### src/rtl/fts_pkg.sv
package fts_pkg;

  // Number of 9-bit byte lanes in one word.
  localparam int LANE_CNT = 4;
  // The burst generator walks the low address bits only.
  localparam int BURST_BITS = 2;

  // Per-edge orders from the control to the datapath.
  typedef struct packed {
    logic                loadBase;  // capture external address, clear beat count
    logic                stepCount; // move to the next beat of the burst
    logic                writeNow;  // store lanes at the effective address
    logic [LANE_CNT-1:0] laneSel;   // lanes taking part in the write
  } ctlStrobes_t;

  typedef enum logic [2:0] {
    CYC_IDLE,
    CYC_DESEL,
    CYC_OPEN_PROC,
    CYC_OPEN_CTRL,
    CYC_STEP,
    CYC_WAIT
  } cycKind_t;

endpackage

### src/rtl/fts_ctrl.sv
module fts_ctrl
  import fts_pkg::*;
(
  input  logic                clk,
  input  logic                rstN,
  input  logic                selN,
  input  logic                selHi,
  input  logic                selLoN,
  input  logic                procStrobeN,
  input  logic                ctrlStrobeN,
  input  logic                advanceN,
  input  logic                globalWrN,
  input  logic                laneWrEnN,
  input  logic [LANE_CNT-1:0] laneWrN,
  input  logic                sleep,
  output ctlStrobes_t         strobes,
  output logic                readActive
);

  logic                selected;
  logic                procTaken;
  logic [LANE_CNT-1:0] laneMaskReq;
  logic                wantWrite;
  cycKind_t            kind;
  logic                burstOpen;
  logic                burstWrite;

  assign selected  = ~selN & selHi & ~selLoN;
  assign procTaken = ~procStrobeN & ~selN;

  // Global write overrides the lane enables; an empty mask is a read.
  always_comb begin
    if (!globalWrN)      laneMaskReq = '1;
    else if (!laneWrEnN) laneMaskReq = ~laneWrN;
    else                 laneMaskReq = '0;
  end
  assign wantWrite = |laneMaskReq;

  // Cycle classification, strobe priority first.
  always_comb begin
    if (sleep)            kind = CYC_IDLE;
    else if (procTaken)   kind = selected ? CYC_OPEN_PROC : CYC_DESEL;
    else if (!ctrlStrobeN) kind = selected ? CYC_OPEN_CTRL : CYC_DESEL;
    else if (!burstOpen)  kind = CYC_IDLE;
    else if (!advanceN)   kind = CYC_STEP;
    else                  kind = CYC_WAIT;
  end

  always_comb begin
    strobes.loadBase  = (kind == CYC_OPEN_PROC) || (kind == CYC_OPEN_CTRL);
    strobes.stepCount = (kind == CYC_STEP);
    strobes.writeNow  = wantWrite &&
                        ((kind == CYC_OPEN_CTRL) || (kind == CYC_STEP) || (kind == CYC_WAIT));
    strobes.laneSel   = laneMaskReq;
  end

  always_ff @(posedge clk or negedge rstN) begin
    if (!rstN) begin
      burstOpen  <= 1'b0;
      burstWrite <= 1'b0;
    end else begin
      unique case (kind)
        CYC_OPEN_PROC: begin
          burstOpen  <= 1'b1;
          burstWrite <= 1'b0;
        end
        CYC_OPEN_CTRL, CYC_STEP, CYC_WAIT: begin
          burstOpen  <= 1'b1;
          burstWrite <= wantWrite;
        end
        default: begin
          burstOpen  <= 1'b0;
          burstWrite <= 1'b0;
        end
      endcase
    end
  end

  assign readActive = burstOpen & ~burstWrite;

endmodule

### src/rtl/fts_datapath.sv
module fts_datapath
  import fts_pkg::*;
#(
  parameter int ADDR_W = 6,
  parameter int BYTE_W = 8,
  localparam int WORD_W = LANE_CNT * (BYTE_W + 1)
) (
  input  logic              clk,
  input  logic              rstN,
  input  logic              linearMode,
  input  logic [ADDR_W-1:0] addrIn,
  input  logic [WORD_W-1:0] dataIn,
  input  ctlStrobes_t       strobes,
  output logic [WORD_W-1:0] readWord
);

  localparam int LANE_W   = BYTE_W + 1;
  localparam int DEPTH    = 1 << ADDR_W;
  localparam int PAR_BASE = LANE_CNT * BYTE_W;
  localparam int HI_W     = ADDR_W - BURST_BITS;

  logic [HI_W-1:0]       baseHi;
  logic [BURST_BITS-1:0] startLo;
  logic [BURST_BITS-1:0] beatCnt;
  logic [BURST_BITS-1:0] nextCnt;
  logic [ADDR_W-1:0]     curAddr;
  logic [ADDR_W-1:0]     effAddr;

  // Burst order: linear adds the beat count, interleaved XORs it.
  function automatic logic [BURST_BITS-1:0] burstOffset(
    input logic [BURST_BITS-1:0] start,
    input logic [BURST_BITS-1:0] beat,
    input logic                  lin
  );
    return lin ? (start + beat) : (start ^ beat);
  endfunction

  assign nextCnt = beatCnt + 1'b1;
  assign curAddr = {baseHi, burstOffset(startLo, beatCnt, linearMode)};

  always_comb begin
    if (strobes.loadBase)       effAddr = addrIn;
    else if (strobes.stepCount) effAddr = {baseHi, burstOffset(startLo, nextCnt, linearMode)};
    else                        effAddr = curAddr;
  end

  always_ff @(posedge clk or negedge rstN) begin
    if (!rstN) begin
      baseHi  <= '0;
      startLo <= '0;
      beatCnt <= '0;
    end else if (strobes.loadBase) begin
      baseHi  <= addrIn[ADDR_W-1:BURST_BITS];
      startLo <= addrIn[BURST_BITS-1:0];
      beatCnt <= '0;
    end else if (strobes.stepCount) begin
      beatCnt <= nextCnt;
    end
  end

  // One storage array per lane, so each lane write is independent.
  for (genvar g = 0; g < LANE_CNT; g++) begin : g_lane
    logic [LANE_W-1:0] laneMem [DEPTH];
    logic [LANE_W-1:0] laneIn;
    logic [LANE_W-1:0] laneOut;

    assign laneIn = {dataIn[PAR_BASE + g], dataIn[g*BYTE_W +: BYTE_W]};

    always_ff @(posedge clk) begin
      if (strobes.writeNow && strobes.laneSel[g]) laneMem[effAddr] <= laneIn;
    end

    assign laneOut                      = laneMem[curAddr];
    assign readWord[g*BYTE_W +: BYTE_W] = laneOut[BYTE_W-1:0];
    assign readWord[PAR_BASE + g]       = laneOut[BYTE_W];
  end

endmodule

### src/rtl/fts_burst_sram.sv
module fts_burst_sram
  import fts_pkg::*;
#(
  parameter int ADDR_W = 6,
  parameter int BYTE_W = 8,
  localparam int WORD_W = LANE_CNT * (BYTE_W + 1)
) (
  input  logic                clk,
  input  logic                rstN,
  input  logic                selN,
  input  logic                selHi,
  input  logic                selLoN,
  input  logic                procStrobeN,
  input  logic                ctrlStrobeN,
  input  logic                advanceN,
  input  logic                globalWrN,
  input  logic                laneWrEnN,
  input  logic [LANE_CNT-1:0] laneWrN,
  input  logic                linearMode,
  input  logic                outEnN,
  input  logic                sleep,
  input  logic [ADDR_W-1:0]   addr,
  input  logic [WORD_W-1:0]   dataIn,
  output logic [WORD_W-1:0]   dataOut,
  output logic                dataOutEn
);

  ctlStrobes_t       strobes;
  logic              readActive;
  logic [WORD_W-1:0] readWord;

  fts_ctrl i_ctrl (
    .clk         (clk),
    .rstN        (rstN),
    .selN        (selN),
    .selHi       (selHi),
    .selLoN      (selLoN),
    .procStrobeN (procStrobeN),
    .ctrlStrobeN (ctrlStrobeN),
    .advanceN    (advanceN),
    .globalWrN   (globalWrN),
    .laneWrEnN   (laneWrEnN),
    .laneWrN     (laneWrN),
    .sleep       (sleep),
    .strobes     (strobes),
    .readActive  (readActive)
  );

  fts_datapath #(
    .ADDR_W (ADDR_W),
    .BYTE_W (BYTE_W)
  ) i_datapath (
    .clk        (clk),
    .rstN       (rstN),
    .linearMode (linearMode),
    .addrIn     (addr),
    .dataIn     (dataIn),
    .strobes    (strobes),
    .readWord   (readWord)
  );

  // Output enable and sleep gate the flow-through data without a clock.
  assign dataOutEn = readActive & ~outEnN & ~sleep;
  assign dataOut   = dataOutEn ? readWord : '0;

endmodule

### config.mk
export PLATFORM = sky130hd
export DESIGN_NAME = fts_burst_sram
export DESIGN_NICKNAME = d
export VERILOG_FILES = /design/src/rtl/fts_pkg.sv /design/src/rtl/fts_ctrl.sv /design/src/rtl/fts_datapath.sv /design/src/rtl/fts_burst_sram.sv
export SDC_FILE = /design/constraint.sdc
export NUM_CORES = 2
export LEC_CHECK = 0
export ABC_AREA = 0
export BUFFER_PORTS_ARGS = -buffer_cell sky130_fd_sc_hd__buf_2
export CAP_MARGIN = 5
export CORE_MARGIN = 4
export CORE_UTILIZATION = 35
export DETAILED_ROUTE_END_ITERATION = 12
export GPL_ROUTABILITY_DRIVEN = 0
export SKIP_LAST_GASP = 1
export SLEW_MARGIN = 5
export SYNTH_ARGS = -nofsm -noshare
export SYNTH_HDL_FRONTEND = slang
export SYNTH_HIERARCHICAL = 1
export SYNTH_SLANG_ARGS = --single-unit
### constraint.sdc
create_clock -name clk -period 4.7 [get_ports clk]
set_input_delay 0.47 -clock clk [delete_from_list [all_inputs] [get_ports clk]]
set_output_delay 0.47 -clock clk [all_outputs]
set_load 0.02 [all_outputs]
== After elaboration in Yosys (flattened, before gate mapping) ==
Memory sizes are Yosys's and may differ from the RTL's.
Cells that the tools add are included.

* Add/subtract/negate cells: 3
* Eq/ne operators: 4
* Mux-type cells: 26
* Bitwise gates (word level): 15
* Reductions and logical operators: 12

{| class="wikitable"
|+ Operator list
! operator !! count
|-
| 2-to-1 mux 36 bit || 1
|-
| 2-to-1 mux 2 bit || 7
|-
| 2-to-1 mux 3 bit || 4
|-
| 2-to-1 mux 1 bit || 11
|-
| 2-to-1 mux 4 bit || 2
|-
| OR reduction 4 bit || 2
|-
| AND 1 bit || 6
|-
| equality test 3 x 2 -> 1 bit, second input constant || 2
|-
| equality test 3 bit, second input constant || 2
|-
| 2-to-1 mux 6 bit || 1
|-
| NOT 1 bit || 6
|-
| logical AND 1 bit || 5
|-
| adder 2 bit || 2
|-
| NOT 4 bit || 1
|-
| XOR 2 bit || 2
|-
| logical OR 1 bit || 3
|-
| OR reduction 3 bit || 1
|-
| adder 2 x 1 -> 2 bit, second input constant || 1
|-
| nonzero test 2 bit || 1
|}

* Register bits: 10
* RAM bits: 2304
* Bits of input ports: 59
* Output and inout bits: 37
* Logic and storage cells: 69
* Memories: 4

{| class="wikitable"
|+ Memory list
! name !! words !! width !! rd ports !! clocked after memory_dff !! wr ports !! line !! RTL
|-
| i_datapath.g_lane[0].laneMem || 64 || 9 || 1 || 0 || 1 || fts_datapath.sv:63 || <nowiki>logic [LANE_W-1:0] laneMem [DEPTH];</nowiki>
|-
| i_datapath.g_lane[1].laneMem || 64 || 9 || 1 || 0 || 1 || fts_datapath.sv:63 ||
|-
| i_datapath.g_lane[2].laneMem || 64 || 9 || 1 || 0 || 1 || fts_datapath.sv:63 ||
|-
| i_datapath.g_lane[3].laneMem || 64 || 9 || 1 || 0 || 1 || fts_datapath.sv:63 ||
|}

== Logic depth before layout (Yosys ltp) ==
* Word-level depth: 14
* Mapped depth: 13
* Mapped depth without buffers: 10

== Cells and area by module ==
The synthesis kept the hierarchy.

{| class="wikitable"
|+ Modules (own cells, without submodules)
! module !! instances !! cells an instance !! area each (um2) !! sequential area each (um2)
|-
| fts_datapath || 1 || 4893 || 90386.7 || 69386.5
|-
| fts_burst_sram || 1 || 46 || 464.2 || 0.0
|-
| fts_ctrl || 1 || 18 || 161.4 || 50.0
|}

== Worst setup path after synthesis ==
OpenSTA, ideal clock, no wires.

* Path kind: reg-to-output
* Start point: register i_datapath.beatCnt[0]
* End point: output dataOut[12]
* Data arrival time: 3.516 ns
* Required time: 4.230 ns
* Path slack: 0.714 ns
* Cell stages (with the launch flop): 13
* Path buffers: 4
* Path through: dfrtp_1 -> inv_1 -> ha_1 -> buf_4 -> buf_2 -> buf_2 -> buf_1 -> o221ai_1 -> a221oi_1 -> o41ai_1 -> a22oi_1 -> o21a_1 -> nor4bb_1

* Longest elaborated chain between the ends: 4
* Elaborated cells on any way between the ends: 5
* Those cells by class: 1 x add/sub; 2 x mux; 1 x bitwise; 1 x memory

{| class="wikitable"
|+ Ends and longest elaborated chain
! element !! line !! RTL
|-
| from (decl) || fts_datapath.sv:24 || <nowiki>logic [BURST_BITS-1:0] beatCnt;</nowiki>
|-
| from (signal assigned) || fts_datapath.sv:57 || <nowiki>beatCnt <= nextCnt;</nowiki>
|-
| adder 2 bit or XOR 2 bit (tied branches) || fts_datapath.sv:35 || <nowiki>return lin ? (start + beat) : (start ^ beat);</nowiki>
|-
| 2-to-1 mux 2 bit (*) || fts_datapath.sv:35 ||
|-
| memory (64 x 9 bit) (*) || - ||
|-
| net readWord[12] || fts_burst_sram.sv:30 || <nowiki>logic [WORD_W-1:0] readWord;</nowiki>
|-
| 2-to-1 mux 36 bit (*) || fts_burst_sram.sv:64 || <nowiki>assign dataOut = dataOutEn ? readWord : '0;</nowiki>
|-
| to (decl) || fts_burst_sram.sv:24 || <nowiki>output logic [WORD_W-1:0] dataOut,</nowiki>
|}

The timed path passes the listed nets; every way through them passes the cells marked *.

== Final worst setup path ==
* Start point: register i_datapath.beatCnt[1]
* End point: output dataOut[6]

Same word-level chain as after synthesis.

==> impl_metrics.json <==
{
  "critPathMaxStageDelay_ps": 990,
  "syn_nets": 5018,
  "synth_mux_area_frac": 0.124,
  "io_pins": 96,
  "fin_cells": 9185,
  "core_sq_um": 258000,
  "mostFrequentLayoutCell": "edfxtp_1",
  "syn_to_final_growth_pct": 20.5,
  "mostFrequentLayoutCells": "2304 x edfxtp_1, 519 x nand2_1, 512 x nor2_1, 496 x buf_4, 416 x mux4_2",
  "power.leakage_nw": 35.7,
  "grt_pass1_wl_um": 387000,
  "hold_viol_final": 0,
  "reg2reg_to": "i_datapath/g_lane[1].laneMem[51][8]$_DFFE_PP_",
  "whs_ps": 58.1,
  "ys_types": 56,
  "syn-instance-count": 4957,
  "clk_latency_ps": 850,
  "post-route-period-util": 1.05,
  "maxSlewHeadroom": 0.0702,
  "crit_cells": 12,
  "port_buffers": 95,
  "die_area_sq_um": 268000,
  "violations": "setup timing",
  "vias_per_cell": 5.70,
  "min_path_type": "primary input to flop",
  "dieHeight_um": 518,
  "grt_overflow": 0,
  "finalWirelength_um": 276000,
  "rr_startpoint": "i_datapath/baseHi[0]$_DFFE_PN0P_",
  "crit_top_cell": "buf_4",
  "async_reset_ff_frac": 0.00432,
  "fin_ws_ps": -219,
  "postLayoutCellArea_sq_um": 110000,
  "synth_top_family_by_area": "multiplexers",
  "ff2ff_setup_slack_ps": 710,
  "crit_slowest_cell": "a222oi_1",
  "synth_compound_area_frac": 0.0422,
  "clkTransAtPathRegs_ps": 60,
  "grt_max_degree": 86,
  "crit_path_start": "i_datapath/beatCnt[1]$_DFFE_PN0P_",
  "critPathMaxFanout": 8,
  "seq_area_sq_um": 69500,
  "arrival_ps": 4450,
  "netlist_area_sq_um": 91000,
  "critPathCapture": "dataOut[6]",
  "row_count": 186,
  "cts_sinks": 2314,
  "initial_utilization": 0.353,
  "fin_crit_ps": 4920,
  "grt_setup_unrepaired": "true",
  "worst_pin_slew_ps": 1390,
  "drc": 0,
  "die_x_um": 518,
  "first_iter_violations": 7065,
  "grt_util_all_layers": 0.199,
  "synth_enable_flop_cells": 2304,
  "clock.fmax_mhz": 203,
  "status": "finished, violations left",
  "place_area_sq_um": 98800,
  "crit_family": "compound AO/OA/AOI/OAI gates",
  "nNetsFinal": 5669,
  "grt_pass1_vias": 51000,
  "avgSynthCellArea_sq_um": 18.4,
  "ys_ff_latch": 2314,
  "clock_path_buffers": 3,
  "synth-simple-area-share": 0.0545,
  "drv_slew": 0,
  "antenna_left": 0,
  "htreeDepth": 4,
  "synth-adder-area-share": 0.000275,
  "antenna_found_initial": 31,
  "numCtsBuffers": 222,
  "placed_cells": 8611,
  "vias": 52300,
  "setup_viol": 31,
  "required_ps": 4230,
  "cts_root_buffer": "clkbuf_16",
  "finClkSkew_ps": 42.3,
  "ys.flop_type": "edfxtp_1",
  "yosysSeqAreaShare": 0.763,
  "synth_xor_area_frac": 0.00135,
  "p_per_area_nw_per_um2": 496,
  "startpoint_type": "flop",
  "drt-wirelength-per-cell_um": 30.1,
  "hpwl_um": 165000,
  "cts_tree": "done",
  "fill_cells": 22400,
  "worstHoldStart": "addr[3]",
  "drv_cap": 0,
  "crit_type": "flop to output pin",
  "rr_worst_depth": 9,
  "drtPass1Iterations": 7,
  "multi_input_area_sq_um": 21500,
  "worstPathCellList": "xor2_4 > xnor2_4 > buf_6 > buf_12 > nand2_2 > and3_4 > a2111oi_4 > buf_4 > o41ai_4 > a222oi_1 > nor4bb_4 > buf_4",
  "crit_path_end_kind": "output pin",
  "path_buf_inv": 4,
  "drive_above_1_share": 0.286,
  "ir_drop_mv": 0.559,
  "yosys_warnings": 6
}
-- how the worst min path moves through the flow --
stage               cells after the start                               end  slack [ps]
finish                                  4  i_datapath/baseHi[1]$_DFFE_PN0P_          60
global route                            4  i_datapath/baseHi[1]$_DFFE_PN0P_          40
CTS                                     4  i_datapath/baseHi[1]$_DFFE_PN0P_          10
detailed placement                      1        i_ctrl/burstOpen$_DFF_PN0_         380
global placement                        1        i_ctrl/burstOpen$_DFF_PN0_         380
floorplan                               0        i_ctrl/burstOpen$_DFF_PN0_         170
-- per-layer routing --
| metal | part of all wire | global-route usage |
|---|---|---|
| met4 | 0.038 | 0.0711 |
| met3 | 0.11 | 0.0484 |
| met1 | 0.39 | 0.274 |
| met5 | 0.000047 | 0 |
| met2 | 0.46 | 0.308 |
-- state kept, by name, summed over array words and instances (netlist names) --
name	count
i_datapath/baseHi	4
i_datapath/g_lane.laneMem	2304
i_ctrl/burstWrite	1
i_ctrl/burstOpen	1
i_datapath/beatCnt	2
i_datapath/startLo	2
-- worst register-to-register path, delay by kind of cell (launching register included) --
kind / cells / cell delay (ps)
AOI/OAI and AO/OA: 1 / 330
DFF: 1 / 640
buffers and inverters: 5 / 1670
and+or+nand+nor: 3 / 1050
-- logic make-up after synthesis --
logic type | Yosys count
mux | 605
buf+inv | 322
simple gates | 1188
xor+xnor | 8
compound gates | 518
fa+ha+maj | 2
flops | 2314
-- report_power, final --
part / internal (W) / switching [W]
Clock: 0.00994 / 0.00773
Combinational: 0.00582 / 0.00817
Sequential: 0.0227 / 0.0000780
-- area by class of cell --
class	instances	area share
Sequential cell	2314	0.633
Multi-Input combinational cell	2323	0.196
Timing Repair Buffer	736	0.0666
Clock buffer	272	0.0531
Tap cell	3384	0.0386
Clock inverter	133	0.0117
Inverter	11	0.000376
Antenna cell	12	0.000274
-- Yosys cell counts, drive strengths merged, types with 11 or more instances --
library cell     n  share of area
and2            26         0.0018
a221oi          14         0.0013
nand4           11        0.00076
mux2            15         0.0019
nor4bb          29         0.0034
buf            132         0.0070
nand3           26         0.0014
and3            22         0.0015
o21a            11        0.00091
o221ai          60         0.0058
a31oi           76         0.0052
mux2i          174          0.019
o21ai           17        0.00093
a211oi          29         0.0024
nor2           520          0.021
a21oi           78         0.0043
inv             11        0.00045
o22ai           46         0.0032
a2111oi         29         0.0028
a221o           11         0.0012
a222oi          20         0.0022
nand2          530          0.022
clkbuf         179         0.0074
mux4           416           0.10
edfxtp        2304           0.76
a22oi           17         0.0015
o41ai           30         0.0029
a32oi           20         0.0019
o211ai          20         0.0016
-- timing repair --
item	4_1_cts	5_1_grt
pin swaps	43	38
endpoints found under the setup margin	36	36
hold buffers	12	0
gates resized for setup	205	107
endpoints found under the hold margin	24	0
cloned	25	7
setup buffers	60	56
-- stage by stage --
step	TNS, ps	worst slack [ps]	total power [W]	util
finish	-2620	-219	0.0545	0.425
global route	-7320	-315	0.0560	0.425
CTS	-4800	-259	0.0539	0.421
detailed placement	-104	-91.7	0.0347	0.383
global placement	-73.3	-73.3	0.0347	0.383
floorplan	0	714	0.0295	-
Power figures use the tool's default switching activity.
